$ cat src/rtl/par_port_pkg.sv
`timescale 1ns/1ps
package par_port_pkg;

  typedef enum logic [1:0] {
    SEL_A   = 2'b00,
    SEL_B   = 2'b01,
    SEL_C   = 2'b10,
    SEL_CTL = 2'b11
  } sel_e;

  typedef enum logic [1:0] {
    AM_BASIC  = 2'b00,
    AM_OUT_HS = 2'b01,
    AM_IN_HS  = 2'b10,
    AM_RSVD   = 2'b11
  } amode_e;

  typedef struct packed {
    amode_e amode;
    logic   c_hi_in;
    logic   c_lo_in;
    logic   b_in;
    logic   a_in;
  } cfg_t;

  localparam cfg_t CFG_RESET = cfg_t'(6'b00_1111);

  // port C bit roles while port A runs a strobed mode
  localparam int unsigned HS_IRQ_BIT = 3;
  localparam int unsigned HS_STB_BIT = 4;
  localparam int unsigned HS_IBF_BIT = 5;
  localparam int unsigned HS_ACK_BIT = 6;
  localparam int unsigned HS_OBF_BIT = 7;

endpackage

$ cat src/rtl/par_port_decode.sv
`timescale 1ns/1ps
module par_port_decode #(
  parameter int AW = 2
) (
  input  logic                cs,
  input  logic                rd,
  input  logic                wr,
  input  logic [AW-1:0]       addr,
  output logic [(1<<AW)-1:0]  wr_sel,
  output logic [(1<<AW)-1:0]  rd_sel
);
  always_comb begin
    wr_sel = '0;
    rd_sel = '0;
    if (cs && wr)      wr_sel[addr] = 1'b1;
    else if (cs && rd) rd_sel[addr] = 1'b1;
  end
endmodule

$ cat src/rtl/par_port_latch.sv
`timescale 1ns/1ps
module par_port_latch #(
  parameter int W    = 8,
  parameter int IDXW = $clog2(W)
) (
  input  logic            clk,
  input  logic            rst,
  input  logic            clr,
  input  logic            we,
  input  logic [W-1:0]    wdata,
  input  logic            bit_we,
  input  logic [IDXW-1:0] bit_idx,
  input  logic            bit_val,
  output logic [W-1:0]    q
);
  always_ff @(posedge clk) begin
    if (rst || clr)  q <= '0;
    else if (we)     q <= wdata;
    else if (bit_we) q[bit_idx] <= bit_val;
  end
endmodule

$ cat src/rtl/par_port_hshake.sv
`timescale 1ns/1ps
module par_port_hshake
  import par_port_pkg::*;
#(
  parameter int W = 8
) (
  input  logic         clk,
  input  logic         rst,
  input  amode_e       mode,
  input  logic         clr,
  input  logic         wr_a,
  input  logic         rd_a,
  input  logic         stb_in,
  input  logic         ack_in,
  input  logic [W-1:0] pa_in,
  output logic         obf,
  output logic         ibf,
  output logic         irq,
  output logic [W-1:0] in_lat
);
  logic stb_q, ack_q;
  logic stb_rise, ack_rise;

  assign stb_rise = stb_in & ~stb_q;
  assign ack_rise = ack_in & ~ack_q;

  always_ff @(posedge clk) begin
    if (rst) begin
      stb_q <= 1'b0;
      ack_q <= 1'b0;
    end else begin
      stb_q <= stb_in;
      ack_q <= ack_in;
    end
  end

  always_ff @(posedge clk) begin
    if (rst || clr) begin
      obf    <= 1'b0;
      ibf    <= 1'b0;
      irq    <= 1'b0;
      in_lat <= '0;
    end else begin
      case (mode)
        AM_OUT_HS: begin
          if (wr_a) begin
            obf <= 1'b1;
            irq <= 1'b0;
          end else if (ack_rise) begin
            obf <= 1'b0;
            irq <= 1'b1;
          end
        end
        AM_IN_HS: begin
          if (stb_rise) begin
            in_lat <= pa_in;
            ibf    <= 1'b1;
            irq    <= 1'b1;
          end else if (rd_a) begin
            ibf <= 1'b0;
            irq <= 1'b0;
          end
        end
        default: ;
      endcase
    end
  end
endmodule

$ cat src/rtl/par_port_top.sv
`timescale 1ns/1ps
module par_port_top
  import par_port_pkg::*;
#(
  parameter int W = 8
) (
  input  logic         clk,
  input  logic         rst,
  input  logic         cs,
  input  logic         rd,
  input  logic         wr,
  input  logic [1:0]   addr,
  input  logic [W-1:0] wdata,
  output logic [W-1:0] rdata,
  input  logic [W-1:0] pa_in,
  output logic [W-1:0] pa_out,
  output logic [W-1:0] pa_oe,
  input  logic [W-1:0] pb_in,
  output logic [W-1:0] pb_out,
  output logic [W-1:0] pb_oe,
  input  logic [W-1:0] pc_in,
  output logic [W-1:0] pc_out,
  output logic [W-1:0] pc_oe
);
  localparam int HALF = W / 2;
  localparam int IDXW = $clog2(W);
  localparam int NSEL = 4;

  logic [NSEL-1:0] wr_sel, rd_sel;
  cfg_t            cfg_q;
  amode_e          amode_w;
  logic            mode_wr, bsr_wr;
  logic [W-1:0]    ab_q [2];
  logic [W-1:0]    c_lat;
  logic            obf, ibf, irq;
  logic [W-1:0]    in_lat;
  logic [W-1:0]    pa_oe_c, pb_oe_c, pc_oe_c, pc_drv;
  logic [W-1:0]    a_view, b_view, c_view, ctl_view, rd_val;

  par_port_decode #(.AW(2)) u_dec (
    .cs(cs), .rd(rd), .wr(wr), .addr(addr),
    .wr_sel(wr_sel), .rd_sel(rd_sel)
  );

  assign mode_wr = wr_sel[SEL_CTL] &  wdata[W-1];
  assign bsr_wr  = wr_sel[SEL_CTL] & ~wdata[W-1];

  always_ff @(posedge clk) begin
    if (rst)          cfg_q <= CFG_RESET;
    else if (mode_wr) cfg_q <= cfg_t'(wdata[5:0]);
  end
  assign amode_w = cfg_q.amode;

  for (genvar gi = 0; gi < 2; gi++) begin : g_ab
    par_port_latch #(.W(W)) u_lat (
      .clk(clk), .rst(rst), .clr(mode_wr), .we(wr_sel[gi]), .wdata(wdata),
      .bit_we(1'b0), .bit_idx('0), .bit_val(1'b0), .q(ab_q[gi])
    );
  end

  par_port_latch #(.W(W)) u_clat (
    .clk(clk), .rst(rst), .clr(mode_wr), .we(wr_sel[SEL_C]), .wdata(wdata),
    .bit_we(bsr_wr), .bit_idx(wdata[IDXW:1]), .bit_val(wdata[0]), .q(c_lat)
  );

  par_port_hshake #(.W(W)) u_hs (
    .clk(clk), .rst(rst), .mode(amode_w), .clr(mode_wr),
    .wr_a(wr_sel[SEL_A]), .rd_a(rd_sel[SEL_A]),
    .stb_in(pc_in[HS_STB_BIT]), .ack_in(pc_in[HS_ACK_BIT]), .pa_in(pa_in),
    .obf(obf), .ibf(ibf), .irq(irq), .in_lat(in_lat)
  );

  always_comb begin
    pb_oe_c = {W{~cfg_q.b_in}};
    pc_oe_c = {{(W-HALF){~cfg_q.c_hi_in}}, {HALF{~cfg_q.c_lo_in}}};
    pc_drv  = c_lat;
    case (amode_w)
      AM_OUT_HS: begin
        pa_oe_c             = '1;
        pc_oe_c[HS_OBF_BIT] = 1'b1;
        pc_oe_c[HS_IRQ_BIT] = 1'b1;
        pc_oe_c[HS_ACK_BIT] = 1'b0;
        pc_drv[HS_OBF_BIT]  = obf;
        pc_drv[HS_IRQ_BIT]  = irq;
      end
      AM_IN_HS: begin
        pa_oe_c             = '0;
        pc_oe_c[HS_IBF_BIT] = 1'b1;
        pc_oe_c[HS_IRQ_BIT] = 1'b1;
        pc_oe_c[HS_STB_BIT] = 1'b0;
        pc_drv[HS_IBF_BIT]  = ibf;
        pc_drv[HS_IRQ_BIT]  = irq;
      end
      default: pa_oe_c = {W{~cfg_q.a_in}};
    endcase
  end

  assign pa_out = ab_q[0];
  assign pb_out = ab_q[1];
  assign pc_out = pc_drv;
  assign pa_oe  = pa_oe_c;
  assign pb_oe  = pb_oe_c;
  assign pc_oe  = pc_oe_c;

  always_comb begin
    a_view   = (amode_w == AM_IN_HS) ? in_lat
                                     : ((ab_q[0] & pa_oe_c) | (pa_in & ~pa_oe_c));
    b_view   = (ab_q[1] & pb_oe_c) | (pb_in & ~pb_oe_c);
    c_view   = (pc_drv & pc_oe_c) | (pc_in & ~pc_oe_c);
    ctl_view = {1'b1, {(W-7){1'b0}}, cfg_q};
    if (rd_sel[SEL_A])      rd_val = a_view;
    else if (rd_sel[SEL_B]) rd_val = b_view;
    else if (rd_sel[SEL_C]) rd_val = c_view;
    else                    rd_val = ctl_view;
  end

  always_ff @(posedge clk) begin
    if (rst)          rdata <= '0;
    else if (|rd_sel) rdata <= rd_val;
  end
endmodule

$ cat config.mk
export PLATFORM = sky130hd
export DESIGN_NAME = par_port_top
export DESIGN_NICKNAME = d
export VERILOG_FILES = /design/src/rtl/par_port_pkg.sv /design/src/rtl/par_port_decode.sv /design/src/rtl/par_port_latch.sv /design/src/rtl/par_port_hshake.sv /design/src/rtl/par_port_top.sv
export SDC_FILE = /design/constraint.sdc
export NUM_CORES = 1
export LEC_CHECK = 0
export BUFFER_PORTS_ARGS = -buffer_cell sky130_fd_sc_hd__buf_2
export CORE_MARGIN = 1
export CORE_UTILIZATION = 51
export CTS_CLUSTER_DIAMETER = 200
export DETAILED_ROUTE_END_ITERATION = 8
export HOLD_SLACK_MARGIN = 0.08
export PLACE_DENSITY = 0.92
export RECOVER_POWER = 50
export SLEW_MARGIN = 10
export SYNTH_ARGS = -nofsm -noshare
export SYNTH_HDL_FRONTEND = slang
export SYNTH_SLANG_ARGS = --single-unit
$ cat constraint.sdc
create_clock -name clk -period 2.7 [get_ports clk]
set_input_delay 0.405 -clock clk [delete_from_list [all_inputs] [get_ports clk]]
set_output_delay 0.405 -clock clk [all_outputs]
set_load 0.02 [all_outputs]
## After elaboration in Yosys (flattened, before gate mapping)

Cells that the tools add are included.

- Add/sub/neg operators: 0
- Multiply operators: 0
- Div/mod/pow operators: 0
- Magnitude comparators: 4
- Equality and inequality tests: 4
- Shift-type cells: 0
- Muxes and demuxes: 28
- Bitwise logic cells: 23
- Reductions and logical operators: 15

Operators by type and width:

| cell | count |
|---|---|
| $and 8x8->8 | 6 |
| $mux 8 | 6 |
| $not 8->8 | 3 |
| $or 8x8->8 | 3 |
| $pmux 8 s2 | 1 |
| $mux 1 | 12 |
| $mux 4 | 3 |
| $bwmux 8 | 1 |
| $reduce_bool 2->1 | 4 |
| $not 1->1 | 7 |
| $ne 3x2->1 const B | 2 |
| $reduce_and 2->1 | 3 |
| $and 1x1->1 | 4 |
| $logic_and 1x1->1 | 4 |
| $lt 3x4->1 const B | 1 |
| $mux 2 | 2 |
| $reduce_or 4->1 | 1 |
| $demux 1 s3 | 1 |
| $ge 3x1->1 const B | 1 |
| $lt 2x3->1 const B | 1 |
| $reduce_and 3->1 | 1 |
| $demux 1 s2 | 1 |
| $eq 2x1->1 const B | 1 |
| $eq 2x2->1 const B | 1 |
| 4 further kinds | 4 |

- Bits in registers: 51
- Bits in latches: 0
- Bits in writable memories: 0
- ROM bits: 0
- Memories: 0

## Depth between registers and ports, before layout

Gate-level depths: netlist of run 1.

- Word-level depth: 9
- Depth in mapped cells: 8
- Gate-level depth less buffers: 6

## Modules after synthesis

Synthesis of run 1 repeated with hierarchy kept, for this count alone.

- Cells, all modules: 386
- Area, all modules: 3,306.9 um2

By module, submodules not included:

| module | instances | cells an instance | area an instance (um2) |
|---|---|---|---|
| par_port_top | 1 | 184 | 1,421.4 |
| par_port_latch | 3 | 44 | 439.2 |
| par_port_hshake | 1 | 57 | 490.5 |
| par_port_decode | 1 | 13 | 77.6 |

## Worst setup path after synthesis of run 1

No wires, ideal clock.

- Path kind: flip-flop to output port
- Start point: reg cfg_q, in the netlist amode_w[0]
- End point: out pa_oe[1]
- Arrival: 2.008 ns
- Required time: 2.295 ns
- Setup slack: 0.287 ns
- Cell stages (with the launch flop): 6
- Path buffers: 2
- Cells stage by stage: dfxtp_1 -> inv_1 -> ha_1 -> buf_6 -> o21ai_0 -> buf_4

- Longest elaborated chain between the ends: 2

RTL lines:

| element | RTL line | RTL |
|---|---|---|
| start: declaration | par_port_top.sv:30 | `cfg_t cfg_q;` |
| start signal: assignment | par_port_top.sv:50 | `else if (mode_wr) cfg_q <= cfg_t'(wdata[5:0]);` |
| $eq 2x2->1 or $eq 2x1->1 (tied branches) | par_port_top.sv:77 | `case (amode_w)` |
| $pmux 8 s2 * | par_port_top.sv:77 |  |
| end: declaration | par_port_top.sv:17 | `output logic [W-1:0] pa_oe,` |

Mark *: on every way between the ends. The rest lies on a longest branch, timed or not.

## Final worst setup path of run 1

- Start point: reg cfg_q, in the netlist amode_w[0]
- End point: out pa_oe[6]

Same word-level chain as after synthesis.

==> results of run 1 <==
-- registers in the layout, indices dropped and copies added, names as in the netlist --
signal and cells:
amode_w 2, cfg_q 4, g_ab.u_lat.q 16, rdata 8
u_clat.q 8, u_hs.ack_q 1, u_hs.ibf 1, u_hs.in_lat 8
u_hs.irq 1, u_hs.obf 1, u_hs.stb_q 1
-- worst max-delay path: cells and delay by family (launching register included) --
family	cells	cell delay, ns
buf+inv	2	0.38
fa+ha+maj	1	0.43
compound gates	1	0.64
flops	1	0.39
-- per-layer routing --
layer | GRT usage [%] | routed length (um)
met4 | 13.82 | 346
met5 | 0 | 0
met3 | 5.287 | 891
met2 | 46.64 | 4224
met1 | 37.94 | 3596
-- path summary, 6_finish.rpt --
kind | start | slack, ns | end | cells past startpoint
max | amode_w[0] | 0.14 | pa_oe[6] | 4
min | pa_in[1] | 0.34 | u_hs.in_lat[1] | 3
max reg2reg | amode_w[0] | 0.48 | rdata[7] | 6
min reg2reg | rdata[0] | 0.46 | rdata[0] | 2
-- cell type report --
class                      count  area [um^2]  share of cell area [%]
multi-input combinational    264         1637                   48.72
sequential                    51         1021                   30.39
clock inverter                 3        47.55                   1.415
inverter                      14        52.55                   1.564
tap                           72        90.09                   2.682
timing repair buffer          97        442.9                   13.18
clock buffer                   5        68.82                   2.048
-- power breakdown --
| part | switching [mW] | internal [mW] | leakage (nW) |
|---|---|---|---|
| Clock | 0.282 | 0.281 | 0.0587 |
| Combinational | 0.151 | 0.0816 | 1.01 |
| Sequential | 0.0152 | 0.768 | 0.413 |
-- layout by cell type (no fill, tap or decap), types with 2 or more instances in the layout --
cell and instances:
nand3_1 4, inv_1 14, dfxtp_1 51, nor3_1 8, nand2b_1 12, clkbuf_1 34
nand3b_1 3, nand2_1 52, o211ai_1 2, o21ai_0 15, o2111ai_1 3, and3_1 7
o21ai_1 2, a211o_1 6, buf_2 63, o311ai_0 3, a31oi_1 2, or2_2 2
nor2b_1 5, a21boi_0 4, nor2_1 29, a21oi_1 37, ha_1 3, a21o_1 2
mux2i_1 20, a311oi_1 4, clkbuf_8 5, a22oi_1 2, mux2_2 6, a2111oi_2 3
nand4_1 4, o31ai_1 4
-- metrics by stage --
step                      hold slack, ns  instances  utilization (%)  setup WS [ns]
after floorplan                   0.4400        378                -         0.2874
after global placement            0.4384        498            58.75         0.6357
after detailed placement          0.4535        498            58.75         0.5438
after CTS                         0.3416        506            60.82         0.1803
after global routing              0.3333        506            59.91        0.04714
final                             0.3362        506            59.91         0.1363
-- cells by family (layout without fill, tap and decap cells) --
group / after synthesis / in the layout / synth area share (%)
mux: 26 / 26 / 8.825
compound gates: 96 / 96 / 20.99
simple gates: 139 / 139 / 22.93
flops: 51 / 51 / 33.65
fa+ha+maj: 3 / 3 / 1.237
buf+inv: 63 / 119 / 12.37
==> metrics.csv, run 1 <==
stage;metric;value;unit
status;result of the run;finished, final reports clean;
placement;gp weighted congestion;0.9438;
timing;Finish-stage setup viols;0;
worst_setup_path;Critical Path Slowest Stage Cell;o21ai_0;
route;DRC;0;
hold_path;worst hold path type;in2reg;
worst_setup_path;critical-path maximum fanout;9;
synth;most area-consuming cells after synthesis;dfxtp_1 34%, mux2i_1 6.6%, nand2_1 6.4%;
route;TritonRoute pass-1 iters;5;
timing;Worst Max-Slew Pin Slew;0.8693;ns
clock_tree;buffer type at the clock tree root;clkbuf_8;
worst_setup_path;endpoint arrival time on the critical path;2.16;ns
route;wire length per cell;17.90;um
power_and_ir_drop;leakage;1.482;nW
finish;share of final-layout standard cells stronger than drive strength 1;20.05;%
power_and_ir_drop;power density of the placed cells;470.4;mW/mm^2
synth;proportion of netlist area held by the largest area contributor;33.65;%
route;mean number of vias per cell;6.128;
die;area of the placeable core;0.005608;mm^2
clock_tree;setup bufs post-CTS;0;
synth;async set-reset flop share out of synthesis;0;%
synth;Yosys reg bits;51;
clock_tree;clock sink count;51;
worst_setup_path;Worst setup EP type;output pin;
synth;post-synth net total;420;
grt;maximum number of pins on one net before global-route repair;23;
placement;number of buffers inserted by port buffering;94;
power_and_ir_drop;peak supply drop;0.0002354;V
clock_tree;worst skew pair latency;0.32;ns
synth;number of enable-type register cells in the synthesized netlist;0;
synth;Most used DFF post-synth;dfxtp_1;
finish;final instance area;0.003359;mm^2
timing;Peak Freq;390.1;MHz
timing;hold violation total from the final report;0;
clock_tree;number of buffers inserted during clock tree synthesis;5;
finish;diode count;0;
grt;initial antenna violation count;0;
grt;vias in the first global route;2772;
synth;Yosys warnings;0;
worst_setup_path;type of origin of the critical path;flip-flop;
synth;mean instance size in the synthesized netlist;8.027;um^2
finish;fin nets;475;
timing;minimum clock period;2.564;ns
route;Detail Route Antenna Nets;0;
synth;summed instance area of the synthesized netlist;0.003034;mm^2
grt;Remaining Overflow, GRT;0;
timing;setup repair after global routing missed its margin;no;
grt;first-pass GRT wire length;13910;um
finish;synthesis-to-finish area growth;10.72;%
power_and_ir_drop;total power after layout;1.580;mW
clock_tree;number of buffers inserted by hold repair at cts;0;
timing;final worst clock skew;0.004362;ns
placement;HPWL after DPL;6596;um
worst_setup_path;cells along the critical path;inv_1 -> ha_1 -> o21ai_0 -> buf_2;
die;Total Die Area;0.006262;mm^2
clock_tree;TritonCTS clock tree;built;
job;number of violations of the max-capacitance limit;0;
clock_tree;largest buffer count on any clock path;2;
route;Iteration-0 DRC Markers;287;
grt;overall track demand over capacity in global routing;29.22;%
synth;dominant cell type by area after synthesis;dfxtp_1;
die;Top Ports;95;
placement;Cell Area, Placed;0.003294;mm^2
worst_setup_path;path type of the worst setup path;reg2out;
route;count of vias placed by the detailed router;3101;
synth;synthesized instance count;378;
worst_setup_path;data required time of the critical path;2.30;ns
clock_tree;clock slew seen by the registers of the worst setup and hold paths;0.10;ns
die;vertical extent of the die;79.13;um
synth;Seq/Total Area, Yosys;33.65;%
worst_setup_path;largest incremental delay on the critical path;0.64;ns
die;initial core utilization;54.11;%
finish;number of filler instances in the final layout;527;
clock_tree;maximum level of the CTS H-tree;2;
clock_tree;Resized cells post-CTS;0;
timing;period utilization;94.95;%
synth;most used standard cell by instance count after synthesis;nand2_1;
route;sum of routed wire length over all layers;9058;um
die;width of the chip;79.13;um
synth;number of distinct library cells after synthesis;53;
die;Row Count;27;
timing;max_slew headroom;42.05;%
synth;top cells by count, synth;52 x nand2_1, 51 x dfxtp_1, 37 x a21oi_1;
timing;Final Slew Violations;0;
timing;setup TNS;0;ns
Power figures use the tool's default switching activity.
==> run 2, diff against run 1 <==
--- a/config.mk
+++ b/config.mk
@@ -7,5 +7,4 @@
 export LEC_CHECK = 0
 export BUFFER_PORTS_ARGS = -buffer_cell sky130_fd_sc_hd__buf_2
-export CORE_MARGIN = 1
 export CORE_UTILIZATION = 51
 export CTS_CLUSTER_DIAMETER = 200
==> constraint.sdc (replaced) <==
create_clock -name clk -period 2.7 [get_ports clk]
set_input_delay 0.54 -clock clk [delete_from_list [all_inputs] [get_ports clk]]
set_output_delay 0.54 -clock clk [all_outputs]
set_load 0.02 [all_outputs]
==> run 2 against run 1 <==
Against the previous run:
- design area grew 0.52%
- first-iteration DRC count grew 38%
- worst hold slack gained 0.13 ns
- critical path depth grew 1
- maximum frequency grew 1.9%
- clock power shrank 14%
- global-route usage grew 0.69 points
- final cell count grew 0.59%
- largest power group unchanged
==> metrics.csv, run 2 (same netlist as run 1, synthesis figures left out) <==
stage;metric;value;unit
status;result of the run;finished, final reports clean;
clock_tree;maximum level of the CTS H-tree;2;
timing;Final Slew Violations;0;
timing;Peak Freq;397.5;MHz
finish;area occupied by registers;0.001021;mm^2
worst_setup_path;Worst setup EP type;output pin;
power_and_ir_drop;leakage;1.491;nW
clock_tree;Resized cells post-CTS;0;
route;sum of routed wire length over all layers;9053;um
timing;setup TNS;0;ns
clock_tree;number of buffers inserted by hold repair at cts;0;
finish;fin nets;478;
finish;leading cell type in the layout, fill and taps excluded;buf_2;
grt;first-pass GRT wire length;14520;um
power_and_ir_drop;clock network fraction of total power;32.3;%
clock_tree;TritonCTS clock tree;built;
clock_tree;largest buffer count on any clock path;2;
power_and_ir_drop;share of total power consumed by net switching;27.91;%
hold_path;worst hold path type;reg2reg;
worst_setup_path;Reg2Reg Capture Point;rdata[4];
finish;synthesis-to-finish area growth;11.30;%
route;count of vias placed by the detailed router;3157;
worst_setup_path;Worst Reg-to-Reg Cells;6;
grt;overall track demand over capacity in global routing;29.91;%
worst_setup_path;worst reg2reg startpoint;amode_w[0];
die;initial core utilization;54.11;%
power_and_ir_drop;relative contribution of combinational cells to total power;15.7;%
grt;initial antenna violation count;0;
placement;number of buffers inserted by port buffering;94;
finish;share of final-layout standard cells stronger than drive strength 1;20.59;%
placement;HPWL after DPL;6636;um
die;vertical extent of the die;79.13;um
die;width of the chip;79.13;um
power_and_ir_drop;power density of the placed cells;445.7;mW/mm^2
die;Row Count;27;
route;Detail Route Antenna Nets;0;
finish;area occupied by multi-input gates;0.001638;mm^2
route;wire length per cell;17.79;um
power_and_ir_drop;peak supply drop;0.0002383;V
timing;max_slew headroom;46.16;%
finish;largest reg by FF count;g_ab.u_lat.q;
timing;Worst Max-Slew Pin Slew;0.8076;ns
finish;top library cells by usage in the layout, fill and taps aside;62 x buf_2, 52 x nand2_1, 51 x dfxtp_1, 37 x a21oi_1, 33 x clkbuf_1;
timing;final worst clock skew;0.006210;ns
clock_tree;setup bufs post-CTS;0;
timing;setup repair after global routing missed its margin;no;
route;TritonRoute pass-1 iters;5;
worst_setup_path;endpoint arrival time on the critical path;1.98;ns
timing;Finish-stage setup viols;0;
die;Total Die Area;0.006262;mm^2
finish;final design utilization;60.22;%
worst_setup_path;data required time of the critical path;2.16;ns
worst_setup_path;type of origin of the critical path;flip-flop;
power_and_ir_drop;P_int;1.085;mW
die;Top Ports;95;
placement;total instance count after detailed placement;501;
hold_path;instance count along the most critical hold path;2;
worst_setup_path;internal reg-to-reg setup slack;0.49;ns
hold_path;launch point of the worst hold path;rdata[0];
clock_tree;number of buffers inserted during clock tree synthesis;5;
clock_tree;worst skew pair latency;0.30;ns
timing;period utilization;93.17;%
hold_path;Worst Hold End;rdata[0];
grt;maximum number of pins on one net before global-route repair;24;
worst_setup_path;path type of the worst setup path;reg2out;
finish;number of filler instances in the final layout;531;
clock_tree;buffer type at the clock tree root;clkbuf_8;
finish;diode count;0;
power_and_ir_drop;part of the total power dissipated in sequential elements;52.0;%
route;DRC;0;
timing;hold violation total from the final report;0;
power_and_ir_drop;net load switching power;0.4200;mW
clock_tree;clock slew seen by the registers of the worst setup and hold paths;0.09;ns
route;Iteration-0 DRC Markers;397;
finish;non-filler instance count after layout;509;
grt;vias in the first global route;2943;
placement;gp weighted congestion;0.9169;
die;area of the placeable core;0.005608;mm^2
timing;minimum clock period;2.516;ns
finish;flip-flop count of the largest register, all copies and words added;16;
worst_setup_path;critical-path maximum fanout;14;
grt;Remaining Overflow, GRT;0;
route;mean number of vias per cell;6.202;
job;number of violations of the max-capacitance limit;0;
clock_tree;clock sink count;51;
run 2: cell types whose count changed in the layout (fill, tap and decap cells not counted), sizes merged:
| cell | change |
|---|---|
| clkbuf | +1 |
| clkinvlp | +1 |
| clkinv | -1 |
| bufinv | -1 |
| inv | -1 |
| buf | +4 |
run 2: per-stage QoR:
stage,hold WS [ns],cell area [um^2],power [mW],setup WS (ns)
2_1_floorplan,0.4400,3034,0.9530,0.1524
3_3_place_gp,0.4418,3317,1.027,0.4935
3_5_place_dp,0.4546,3317,1.032,0.3890
4_1_cts,0.4669,3421,1.502,0.05259
5_1_grt,0.4780,3377,1.557,0.09211
6_report,0.4651,3377,1.505,0.1844
run 2: final cells by class:
class	count	share of cell area, %
well taps	72	2.668
clock inverters	1	0.2223
repair buffers	100	13.97
inverters	14	1.556
multi-input cells	264	48.50
clock buffers	7	2.853
flip-flops and latches	51	30.23
run 2: metal layers:
| metal | wire length, um | global-route usage (%) | up-vias | share of wire [%] |
|---|---|---|---|---|
| met1 | 3633 | 37.46 | 1500 | 40 |
| met5 | 0 | 0 | - | 0 |
| li1 | - | - | 1423 | - |
| met3 | 957 | 6.667 | 28 | 11 |
| met2 | 4183 | 48.36 | 206 | 46 |
| met4 | 279 | 14.36 | 0 | 3.1 |
run 2: power groups by stage:
| stage | Sequential (mW) | Clock (mW) | Combinational [mW] |
|---|---|---|---|
| after global placement | 0.799 | 0 | 0.228 |
| after global routing | 0.785 | 0.518 | 0.254 |
| after CTS | 0.782 | 0.485 | 0.235 |
| final | 0.783 | 0.486 | 0.236 |
| after detailed placement | 0.800 | 0 | 0.233 |
| after floorplan | 0.807 | 0 | 0.146 |
run 2: worst max path at each step:
stage	startpoint	end	slack [ns]
global route	amode_w[0]	pa_oe[3]	0.09
global placement	amode_w[0]	pa_oe[0]	0.49
finish	amode_w[0]	pa_oe[2]	0.18
detailed placement	amode_w[0]	pa_oe[2]	0.39
CTS	amode_w[0]	pa_oe[2]	0.05
floorplan	amode_w[0]	pa_oe[1]	0.15
run 2: worst max-delay path: stages, from the launching register on:
cell and delay (ns):
dfxtp_1 0.40, inv_1 0.09, ha_1 0.49, nand2b_2 0.25, o21ai_2 0.20, buf_2 0.23
==> run 3, diff against run 2 <==
- clock period: 2.7 -> 2.68 ns (I/O delays scaled with it)
==> run 3 against run 2 <==
Against the previous run:
- via count is 4.8% lower
- power is 0.62% higher
- non-clock buffer count stayed put
- design area hardly changed
- sequential power is 0.6% higher
- global-route usage is 1.4 points lower
- clock skew is 0.0033 ns higher
- critical endpoint is now pa_oe[0]
==> metrics.csv, run 3 (same netlist as run 1, synthesis figures left out) <==
stage;metric;value;unit
timing;max_slew headroom;28.03;%
worst_setup_path;cells along the critical path;inv_1 -> ha_1 -> nand2b_2 -> o21ai_2 -> buf_2;
power_and_ir_drop;peak supply drop;0.0002567;V
job;number of violations of the max-capacitance limit;0;
die;area of the placeable core;0.005608;mm^2
power_and_ir_drop;total power after layout;1.514;mW
worst_setup_path;Worst setup EP type;output pin;
finish;flip-flop count of the largest register, all copies and words added;16;
grt;Remaining Overflow, GRT;0;
finish;fin nets;478;
worst_setup_path;Worst Reg-to-Reg Cells;6;
power_and_ir_drop;share of total power consumed by net switching;27.85;%
worst_setup_path;worst reg2reg startpoint;amode_w[0];
finish;number of filler instances in the final layout;531;
hold_path;launch point of the worst hold path;rdata[0];
worst_setup_path;internal reg-to-reg setup slack;0.58;ns
finish;synthesis-to-finish area growth;11.26;%
placement;HPWL after DPL;6478;um
grt;vias in the first global route;2815;
finish;largest reg by FF count;g_ab.u_lat.q;
die;vertical extent of the die;79.13;um
clock_tree;largest buffer count on any clock path;2;
clock_tree;number of buffers inserted by hold repair at cts;0;
finish;area occupied by multi-input gates;0.001640;mm^2
clock_tree;number of buffers inserted during clock tree synthesis;5;
worst_setup_path;buffering stage count on the worst path with inverters included;2;
timing;minimum clock period;2.483;ns
finish;diode count;0;
grt;overall track demand over capacity in global routing;28.47;%
finish;share of final-layout standard cells stronger than drive strength 1;20.82;%
grt;first-pass GRT wire length;13730;um
finish;area occupied by registers;0.001021;mm^2
power_and_ir_drop;power density of the placed cells;448.6;mW/mm^2
finish;leading cell type in the layout, fill and taps excluded;buf_2;
clock_tree;Resized cells post-CTS;0;
finish;top library cells by usage in the layout, fill and taps aside;62 x buf_2, 52 x nand2_1, 51 x dfxtp_1, 37 x a21oi_1, 34 x clkbuf_1;
hold_path;Worst Hold End;rdata[0];
placement;total instance count after detailed placement;501;
route;Detail Route Antenna Nets;0;
timing;hold violation total from the final report;0;
timing;setup TNS;0;ns
grt;initial antenna violation count;0;
timing;Peak Freq;402.8;MHz
timing;Finish-stage setup viols;0;
clock_tree;setup bufs post-CTS;0;
timing;setup repair after global routing missed its margin;no;
timing;Final Slew Violations;0;
route;count of vias placed by the detailed router;3006;
worst_setup_path;cell type group with the largest total delay on the critical path;adder cells;
power_and_ir_drop;relative contribution of combinational cells to total power;15.5;%
worst_setup_path;endpoint arrival time on the critical path;1.95;ns
clock_tree;worst skew pair latency;0.31;ns
finish;final design utilization;60.20;%
clock_tree;TritonCTS clock tree;built;
clock_tree;clock slew seen by the registers of the worst setup and hold paths;0.09;ns
worst_setup_path;type of origin of the critical path;flip-flop;
placement;gp weighted congestion;0.9189;
placement;number of buffers inserted by port buffering;94;
timing;final worst clock skew;0.009517;ns
clock_tree;maximum level of the CTS H-tree;2;
worst_setup_path;critical-path maximum fanout;14;
worst_setup_path;data required time of the critical path;2.14;ns
status;result of the run;finished, final reports clean;
die;initial core utilization;54.11;%
power_and_ir_drop;P_int;1.093;mW
die;width of the chip;79.13;um
route;Iteration-0 DRC Markers;328;
route;DRC;0;
finish;non-filler instance count after layout;509;
timing;Worst Max-Slew Pin Slew;1.080;ns
route;mean number of vias per cell;5.906;
die;Row Count;27;
die;Top Ports;95;
worst_setup_path;Reg2Reg Capture Point;rdata[4];
clock_tree;clock sink count;51;
die;Total Die Area;0.006262;mm^2
route;sum of routed wire length over all layers;8611;um
power_and_ir_drop;clock network fraction of total power;32.4;%
hold_path;instance count along the most critical hold path;2;
clock_tree;buffer type at the clock tree root;clkbuf_8;
route;wire length per cell;16.92;um
timing;period utilization;92.64;%
worst_setup_path;Critical Path Slowest Stage Cell;ha_1;
power_and_ir_drop;net load switching power;0.4218;mW
power_and_ir_drop;leakage;1.488;nW
worst_setup_path;path type of the worst setup path;reg2out;
hold_path;worst hold path type;reg2reg;
placement;dpl ws;0.3984;ns
worst_setup_path;largest incremental delay on the critical path;0.48;ns
grt;maximum number of pins on one net before global-route repair;24;
power_and_ir_drop;part of the total power dissipated in sequential elements;52.0;%
route;TritonRoute pass-1 iters;5;
timing;least setup slack across all paths after layout;0.1974;ns
## run 3: cell types whose count changed in the layout (fill, tap and decap cells not counted)
cell / change
or2_0: -1
or2_2: +1
clkbuf_1: +1
nor2_1: -1
buf_4: -1
nor2_2: +1
## run 3: power by group through the flow
stage | combinational [mW] | clock (mW) | sequential (mW)
floorplan | 0.147 | 0 | 0.813
global placement | 0.230 | 0 | 0.805
detailed placement | 0.234 | 0 | 0.805
CTS | 0.235 | 0.492 | 0.787
global route | 0.253 | 0.525 | 0.790
finish | 0.235 | 0.491 | 0.788
## run 3: final cells by class
| class | instances | share of cell area [%] |
|---|---|---|
| Sequential cell | 51 | 30.24 |
| Multi-Input combinational cell | 264 | 48.59 |
| Timing Repair Buffer | 100 | 13.86 |
| Clock buffer | 7 | 2.854 |
| Inverter | 14 | 1.557 |
| Tap cell | 72 | 2.669 |
| Clock inverter | 1 | 0.2224 |
## run 3: metrics by stage
step                      hold slack [ns]  area, um^2
after global placement             0.4413        3317
final                              0.4702        3376
after detailed placement           0.4611        3317
after CTS                          0.4715        3421
after global routing               0.4700        3376
after floorplan                    0.4400        3034
## run 3: worst register-to-register path: cells and delay by family, from the launching register on
kind / cells / cell delay, ns
adders and majority gates: 1 / 0.48
AOI/OAI and AO/OA: 2 / 0.53
and+or+nand+nor: 2 / 0.47
buffers and inverters: 1 / 0.08
DFF: 1 / 0.40
## run 3: how the worst max path moves through the flow
stage | slack, ns | end | cells after the start | startpoint
after floorplan | 0.14 | pa_oe[1] | 5 | amode_w[0]
after global placement | 0.48 | pa_oe[3] | 4 | amode_w[0]
after detailed placement | 0.40 | pa_oe[0] | 4 | amode_w[0]
after CTS | 0.04 | pa_oe[0] | 4 | amode_w[0]
after global routing | 0.05 | pa_oe[3] | 5 | amode_w[0]
final | 0.20 | pa_oe[0] | 5 | amode_w[0]
## run 3: metal layers
metal | GRT usage (%) | vias to the layer above | wire length, um
li1 | - | 1423 | -
met1 | 36.76 | 1388 | 3537
met2 | 46.47 | 171 | 4010
met3 | 5.747 | 24 | 844
met4 | 10.91 | 0 | 219
met5 | 0 | - | 0
